`config.mk`:
```
export PLATFORM = sky130hd
export DESIGN_NAME = jmp_eval_unit
export DESIGN_NICKNAME = d
export VERILOG_FILES = /design/src/rtl/jmp_eval_pkg.sv /design/src/rtl/jmp_eval_ctrl.sv /design/src/rtl/jmp_eval_datapath.sv /design/src/rtl/jmp_eval_unit.sv
export SDC_FILE = /design/constraint.sdc
export NUM_CORES = 1
export LEC_CHECK = 0
export BUFFER_PORTS_ARGS = -buffer_cell sky130_fd_sc_hd__buf_4
export CORE_MARGIN = 2
export CORE_UTILIZATION = 43
export DETAILED_ROUTE_END_ITERATION = 16
export PLACE_DENSITY = 0.82
export SYNTH_ARGS = -nofsm -noshare
export SYNTH_HDL_FRONTEND = slang
export SYNTH_SLANG_ARGS = --single-unit
```
`constraint.sdc`:
```
create_clock -name clk -period 0.8 [get_ports clk]
set_input_delay 0.08 -clock clk [delete_from_list [all_inputs] [get_ports clk]]
set_output_delay 0.08 -clock clk [all_outputs]
set_load 0.1 [all_outputs]
```
`src/rtl/jmp_eval_pkg.sv`:
```
package jmp_eval_pkg;

  localparam int COND_W   = 3;
  localparam int NUM_COND = 1 << COND_W;
  localparam int CLASS_W  = 3;
  localparam logic [CLASS_W-1:0] JUMP_CLASS = 3'b001;

  typedef enum logic [COND_W-1:0] {
    COND_NONZERO = 3'd0,
    COND_ZERO    = 3'd1,
    COND_NOCARRY = 3'd2,
    COND_CARRY   = 3'd3,
    COND_NEG     = 3'd4,
    COND_SGE     = 3'd5,
    COND_SLT     = 3'd6,
    COND_ALWAYS  = 3'd7
  } jmpCond_e;

  typedef struct packed {
    logic c;
    logic z;
    logic n;
    logic v;
  } flags_t;

  // Strobes from control to the target datapath
  typedef struct packed {
    logic capture;  // load the computed target
    logic clear;    // force the target register to zero
  } dpStrobe_t;

  function automatic logic condHolds(input jmpCond_e cond, input flags_t f);
    logic res;
    case (cond)
      COND_NONZERO: res = ~f.z;
      COND_ZERO:    res = f.z;
      COND_NOCARRY: res = ~f.c;
      COND_CARRY:   res = f.c;
      COND_NEG:     res = f.n;
      COND_SGE:     res = ~(f.n ^ f.v);
      COND_SLT:     res = f.n ^ f.v;
      default:      res = 1'b1;
    endcase
    return res;
  endfunction

endpackage

```
`src/rtl/jmp_eval_ctrl.sv`:
```
module jmp_eval_ctrl
  import jmp_eval_pkg::*;
#(
  parameter int WORD_W = 16
) (
  input  logic              clk,
  input  logic              rstN,
  input  logic              instValid,
  input  logic [WORD_W-1:0] instWord,
  input  flags_t            flags,
  output logic              validQ,
  output logic              jumpQ,
  output logic              takeQ,
  output dpStrobe_t         strobe
);

  localparam int CLASS_MSB = WORD_W - 1;
  localparam int COND_MSB  = WORD_W - 1 - CLASS_W;

  logic [CLASS_W-1:0]  classField;
  logic [COND_W-1:0]   condField;
  logic [NUM_COND-1:0] condMet;
  logic                classHit;
  logic                condHit;

  assign classField = instWord[CLASS_MSB -: CLASS_W];
  assign condField  = instWord[COND_MSB -: COND_W];
  assign classHit   = (classField == JUMP_CLASS);

  // Evaluate every condition in parallel, select by the field
  for (genvar g = 0; g < NUM_COND; g++) begin : g_cond
    localparam logic [COND_W-1:0] IDX = g;
    assign condMet[g] = condHolds(jmpCond_e'(IDX), flags);
  end

  assign condHit = condMet[condField];

  always_comb begin
    strobe.capture = instValid & classHit;
    strobe.clear   = ~(instValid & classHit);
  end

  always_ff @(posedge clk or negedge rstN) begin
    if (!rstN) begin
      validQ <= 1'b0;
      jumpQ  <= 1'b0;
      takeQ  <= 1'b0;
    end else begin
      validQ <= instValid;
      jumpQ  <= instValid & classHit;
      takeQ  <= instValid & classHit & condHit;
    end
  end

  AST_VALID_NEXT: assert property (@(posedge clk) disable iff (!rstN)
    instValid |=> validQ);

  AST_IDLE_QUIET: assert property (@(posedge clk) disable iff (!rstN)
    !validQ |-> (!jumpQ && !takeQ));

  AST_TAKE_NEEDS_JUMP: assert property (@(posedge clk) disable iff (!rstN)
    takeQ |-> jumpQ);

  AST_ALWAYS_TAKEN: assert property (@(posedge clk) disable iff (!rstN)
    (instValid && instWord[CLASS_MSB -: CLASS_W] == 3'b001 &&
     instWord[COND_MSB -: COND_W] == 3'b111) |=> takeQ);

  AST_ZERO_COND: assert property (@(posedge clk) disable iff (!rstN)
    (instValid && instWord[CLASS_MSB -: CLASS_W] == 3'b001 &&
     instWord[COND_MSB -: COND_W] == 3'b001) |=> (takeQ == $past(flags.z)));

endmodule

```
`src/rtl/jmp_eval_datapath.sv`:
```
module jmp_eval_datapath
  import jmp_eval_pkg::*;
#(
  parameter int WORD_W = 16,
  parameter int OFS_W  = 10
) (
  input  logic              clk,
  input  logic              rstN,
  input  dpStrobe_t         strobe,
  input  logic [WORD_W-1:0] instWord,
  input  logic [WORD_W-1:0] pcNext,
  output logic [WORD_W-1:0] tgtQ
);

  localparam int EXT_W = WORD_W - OFS_W - 1;

  logic [OFS_W-1:0]  wordOfs;
  logic [WORD_W-1:0] byteOfs;
  logic [WORD_W-1:0] tgtSum;

  assign wordOfs = instWord[OFS_W-1:0];
  // sign-extend and scale to bytes
  assign byteOfs = {{EXT_W{wordOfs[OFS_W-1]}}, wordOfs, 1'b0};
  assign tgtSum  = pcNext + byteOfs;

  always_ff @(posedge clk or negedge rstN) begin
    if (!rstN) begin
      tgtQ <= '0;
    end else if (strobe.capture) begin
      tgtQ <= tgtSum;
    end else if (strobe.clear) begin
      tgtQ <= '0;
    end
  end

  AST_TARGET_EVEN: assert property (@(posedge clk) disable iff (!rstN)
    strobe.capture |=> (tgtQ[0] == 1'b0));

  AST_TARGET_IDLE_ZERO: assert property (@(posedge clk) disable iff (!rstN)
    !strobe.capture |=> (tgtQ == '0));

endmodule

```
`src/rtl/jmp_eval_unit.sv`:
```
module jmp_eval_unit
  import jmp_eval_pkg::*;
#(
  parameter int WORD_W = 16,
  parameter int OFS_W  = 10
) (
  input  logic              clk,
  input  logic              rstN,
  input  logic              instValid,
  input  logic [WORD_W-1:0] instWord,
  input  logic [WORD_W-1:0] pcNext,
  input  logic              flagC,
  input  logic              flagZ,
  input  logic              flagN,
  input  logic              flagV,
  output logic              resValid,
  output logic              isJump,
  output logic              takeJump,
  output logic [WORD_W-1:0] jumpTarget
);

  flags_t    flagsIn;
  dpStrobe_t strobe;

  assign flagsIn = '{c: flagC, z: flagZ, n: flagN, v: flagV};

  jmp_eval_ctrl #(
    .WORD_W (WORD_W)
  ) u_ctrl (
    .clk       (clk),
    .rstN      (rstN),
    .instValid (instValid),
    .instWord  (instWord),
    .flags     (flagsIn),
    .validQ    (resValid),
    .jumpQ     (isJump),
    .takeQ     (takeJump),
    .strobe    (strobe)
  );

  jmp_eval_datapath #(
    .WORD_W (WORD_W),
    .OFS_W  (OFS_W)
  ) u_dp (
    .clk      (clk),
    .rstN     (rstN),
    .strobe   (strobe),
    .instWord (instWord),
    .pcNext   (pcNext),
    .tgtQ     (jumpTarget)
  );

  AST_CLASS_DETECT: assert property (@(posedge clk) disable iff (!rstN)
    instValid |=> (isJump == ($past(instWord[WORD_W-1 -: 3]) == 3'b001)));

endmodule

```
## After elaboration in Yosys (flattened, before gate mapping)

Cells that the tools add are included.

| cells by class | value |
|---|---|
| $add $sub $neg | 1 |
| $lt $le $gt $ge | 1 |
| equality and inequality tests | 1 |
| mux-type cells | 3 |
| bitwise logic cells | 6 |

Operators by type and width:

| operator | count |
|---|---|
| adder 16 bit | 1 |
| 2-to-1 mux 16 bit | 1 |
| < comparator 3 x 4 -> 1 bit (second input constant) | 1 |
| binary-select mux 1 bit (select 3 bit) | 1 |
| == test 3 x 1 -> 1 bit (second input constant) | 1 |
| NOT 1 bit | 3 |
| bitwise AND 1 bit | 2 |
| 2-to-1 mux 1 bit | 1 |
| XOR 1 bit | 1 |

| word-level totals | value |
|---|---|
| bits in registers | 19 |
| output and inout bits | 19 |
| logic and storage cells | 16 |

## Longest topological paths before layout

| depth | value |
|---|---|
| depth after elaboration | 5 |
| mapped depth | 7 |

## By module

Synthesis repeated with hierarchy kept, for this count alone.

| unflattened totals | value |
|---|---|
| cells, all modules | 164 |
| area, all modules | 1505.2 um^2 |

By module, submodules not included:

| module | instances | cells an instance | area an instance (um^2) | sequential area each (um^2) |
|---|---|---|---|---|
| jmp_eval_datapath | 1 | 150 | 1342.5 | 400.4 |
| jmp_eval_ctrl | 1 | 14 | 162.7 | 75.1 |

## Worst setup path after synthesis

Ideal clock, no wire load.

| timing path | value |
|---|---|
| path type | input-to-reg |
| from | input instWord[0] |
| to | register u_dp.tgtQ[9] |
| data arrival time | 1543 ps |
| setup slack | -876 ps |
| stages | 7 |
| path buffers | 0 |
| path through | ha_1 > fa_1 > a21oi_1 > o211ai_1 > a311oi_1 > xor2_1 > nor2_1 |

| between the ends | value |
|---|---|
| word-level cells in the longest chain between the ends | 2 |

RTL lines:

| element | RTL line | source |
|---|---|---|
| start: declaration | jmp_eval_unit.sv:10 | `input logic [WORD_W-1:0] instWord,` |
| adder 16 bit | jmp_eval_datapath.sv:24 | `assign tgtSum = pcNext + byteOfs;` |
| 2-to-1 mux 16 bit | jmp_eval_datapath.sv:29 | `end else if (strobe.capture) begin` |
| end signal: assignment | jmp_eval_datapath.sv:30 | `tgtQ <= tgtSum;` |
| end: declaration | jmp_eval_datapath.sv:12 | `output logic [WORD_W-1:0] tgtQ` |

No other way between the ends.

## Final worst setup path

Ends and elaborated chain as after synthesis.

==> flow_metrics.env <==
export IMPL_outcome="finished, violations left"
export IMPL_violations="setup timing"
export IMPL_max_cap_violations=0
export IMPL_synth_area_per_cell_um2=9.58
export IMPL_dr_pass1_iters=4
export IMPL_whs_ps=25.0
export IMPL_gp_congestion=0.840
export IMPL_drt_total_wl_mm=6.38
export IMPL_n_antenna_cell=0
export IMPL_final_net_count=305
export IMPL_grt_setup_unrepaired="true"
export IMPL_die_area_mm2=0.00365
export IMPL_yosys_area_top_type_share_pct=34.7
export IMPL_worst_pin_slew_ps=427
export IMPL_period_minus_slack_ps=1470
export IMPL_drc=0
export IMPL_drive_gt1_share_pct=65.6
export IMPL_cp_top_family="compound AO/OA/AOI/OAI gates"
export IMPL_ys_warn_count=0
export IMPL_ys_types=43
export IMPL_port_buffer_count=57
export IMPL_die_h_um=60.4
export IMPL_ys_async_sr_fraction_pct=100
export IMPL_cts_tree="done"
export IMPL_yosys_area_top_type="dfrtp_1"
export IMPL_hold_viol=0
export IMPL_clock_sinks=19
export IMPL_report_final_setup_viol=32
export IMPL_cp_max_fo=3
export IMPL_hold_depth=2
export IMPL_cp_start_kind="input pin"
export IMPL_cp_end_kind="register"
export IMPL_min_path_type="in -> reg"
export IMPL_hp_start="pcNext[0]"
export IMPL_root_buffer="clkbuf_4"
export IMPL_vdd_ir_drop_max_mv=0.607
export IMPL_clk_pin_slew_ps=120
export IMPL_cts_buffer_depth=2
export IMPL_dr_first_iter_drc_count=105
export IMPL_area_growth_pct=93.5
export IMPL_post_route_period_util_pct=184
export IMPL_overflow=0
export IMPL_synth_ff_type="dfrtp_1"
export IMPL_gr_usage_all_layers_pct=31.2
export IMPL_vias=1773
export IMPL_slowest_stage="fa_2"
export IMPL_p_total_mw=3.20
export IMPL_via_per_inst=6.03
export IMPL_slowest_delay_ps=390
export IMPL_h_tree_depth=1
export IMPL_p_leak_nw=1.19
export IMPL_required_ps=990
export IMPL_die_w_um=60.4
export IMPL_max_freq_mhz=680
export IMPL_tns_ps=-10490
export IMPL_fin_ws_ps=-671
export IMPL_synth_seq_cells=19
export IMPL_antenna_found_initial=0
export IMPL_p_per_area_mw_per_mm2=1210
export IMPL_yosysSeqAreaShare_pct=34.7
export IMPL_cts_buffers=3
export IMPL_ant_nets=0
export IMPL_core_area_mm2=0.00305
export IMPL_grt_pass1_vias=1760
export IMPL_min_to="u_dp.tgtQ[0]"
export IMPL_syn_inst=143
export IMPL_ys_top_cells_by_area="dfrtp_1, ha_1, a21oi_1, o21ai_0, nor2_1"
export IMPL_dpl_hpwl_mm=3.34
export IMPL_io_pin_count=58
export IMPL_synth_edf_count=0
export IMPL_post_drt_wl_per_cell_um=21.7
export IMPL_crit_chain="buf_6 > ha_4 > fa_2 > a21oi_2 > o211ai_1 > a311oi_2 > xor2_1 > nor2_1"
export IMPL_initial_core_util_pct=44.9
export IMPL_grt_max_degree=20
export IMPL_timing_slew_headroom_pct=71.4
export IMPL_crit_buf_inv=1
export IMPL_slew_violations=0
export IMPL_syn_nets=197
export IMPL_critPathKind="in -> reg"
export IMPL_row_count=20
export IMPL_cp_arrival_ps=1670
export IMPL_syn_area_mm2=0.00137
export IMPL_grt_pass1_wl_mm=8.21
layout by cell type, fill, tap and decap left out, types with 2 or more instances in the layout:
| cell type | n |
|---|---|
| nand2b_1 | 3 |
| ha_1 | 4 |
| nand4_1 | 3 |
| nand3_1 | 5 |
| o21a_1 | 4 |
| a21oi_1 | 6 |
| o21ai_2 | 4 |
| mux2i_1 | 2 |
| xor2_1 | 5 |
| dfrtp_2 | 18 |
| and2_1 | 3 |
| clkbuf_4 | 3 |
| nor3_1 | 2 |
| o21ai_0 | 6 |
| a21o_1 | 2 |
| buf_12 | 2 |
| nand4bb_1 | 2 |
| buf_4 | 75 |
| nor2_1 | 13 |
| a211oi_2 | 5 |
| buf_8 | 9 |
| nand2_1 | 7 |
| inv_1 | 4 |
| buf_6 | 16 |
| dlygate4sd3_1 | 2 |
| a21oi_2 | 9 |
| ha_4 | 10 |
| o21ai_1 | 3 |
timing repair:
action,CTS,global route
hold endpoints to repair,20,0
hold buffers,2,0
buffers inserted,3,6
gates cloned,0,0
endpoints found under the setup margin,32,33
resized for setup,52,20
pin swaps,21,15
synthesized netlist by cell type (2+ instances only):
master and count:
dfrtp_1 19, a21oi_1 15, ha_1 14, nor2_1 13, o21ai_0 10, nand2_1 7
nand3_1 5, xor2_1 5, inv_1 4, o21a_1 4, a211oi_1 3, and2_1 3
nand2b_1 3, nand4_1 3, a211oi_2 2, a21o_1 2, mux2i_1 2, nand4bb_1 2
nor3_1 2, o21ai_1 2
logic make-up after synthesis:
logic type | count (synthesis) | synth area share (%)
compound gates | 50 | 25.8
simple gates | 44 | 17.4
buf+inv | 6 | 1.64
flops | 19 | 34.7
xor+xnor | 6 | 3.84
fa+ha+maj | 15 | 14.2
mux | 3 | 2.28
area by class of cell:
type	count	area, um2
timing repair buffer	104	938
sequential	19	498
fill	148	402
clock buffer	4	26.3
inverter	5	18.8
tap	44	55.1
multi-input combinational	118	1110
routing by layer:
metal / wire (um) / track usage (%) / part of all wire (%)
met5: 0 / 0 / 0
met4: 459 / 19.3 / 7.2
met3: 563 / 4.26 / 8.8
met2: 3230 / 61.3 / 51
met1: 2130 / 30.1 / 33
metrics by stage:
step | std cells | area, um2 | util (%) | setup WS, ps
6_report | 294 | 2650 | 86.8 | -671
5_1_grt | 294 | 2650 | 86.8 | -686
4_1_cts | 289 | 2530 | 82.8 | -536
3_5_place_dp | 280 | 2210 | 72.3 | -869
3_3_place_gp | 280 | 2210 | 72.3 | -820
2_1_floorplan | 143 | 1450 | - | -657
where the power goes:
| group | internal, mW | switching, mW |
|---|---|---|
| clock | 0.194 | 0.306 |
| combinational | 0.792 | 0.897 |
| sequential | 0.988 | 0.0185 |
| total | 1.97 | 1.22 |
registers in the layout, indices dropped and copies added, names as in the netlist:
register	cells
u_dp.tgtQ	16
u_ctrl.takeQ	1
u_ctrl.jumpQ	1
u_ctrl.validQ	1
worst max path at each step:
| stage | start | end | slack (ps) | depth (start not counted) |
|---|---|---|---|---|
| after global routing | instWord[0] | u_dp.tgtQ[11] | -690 | 8 |
| after global placement | instWord[0] | u_dp.tgtQ[9] | -820 | 8 |
| after floorplan | instWord[0] | u_dp.tgtQ[13] | -660 | 7 |
| after detailed placement | instWord[0] | u_dp.tgtQ[13] | -870 | 8 |
| after CTS | instWord[0] | u_dp.tgtQ[13] | -540 | 8 |
| final | instWord[0] | u_dp.tgtQ[9] | -670 | 8 |
Power figures use the tool's default switching activity.
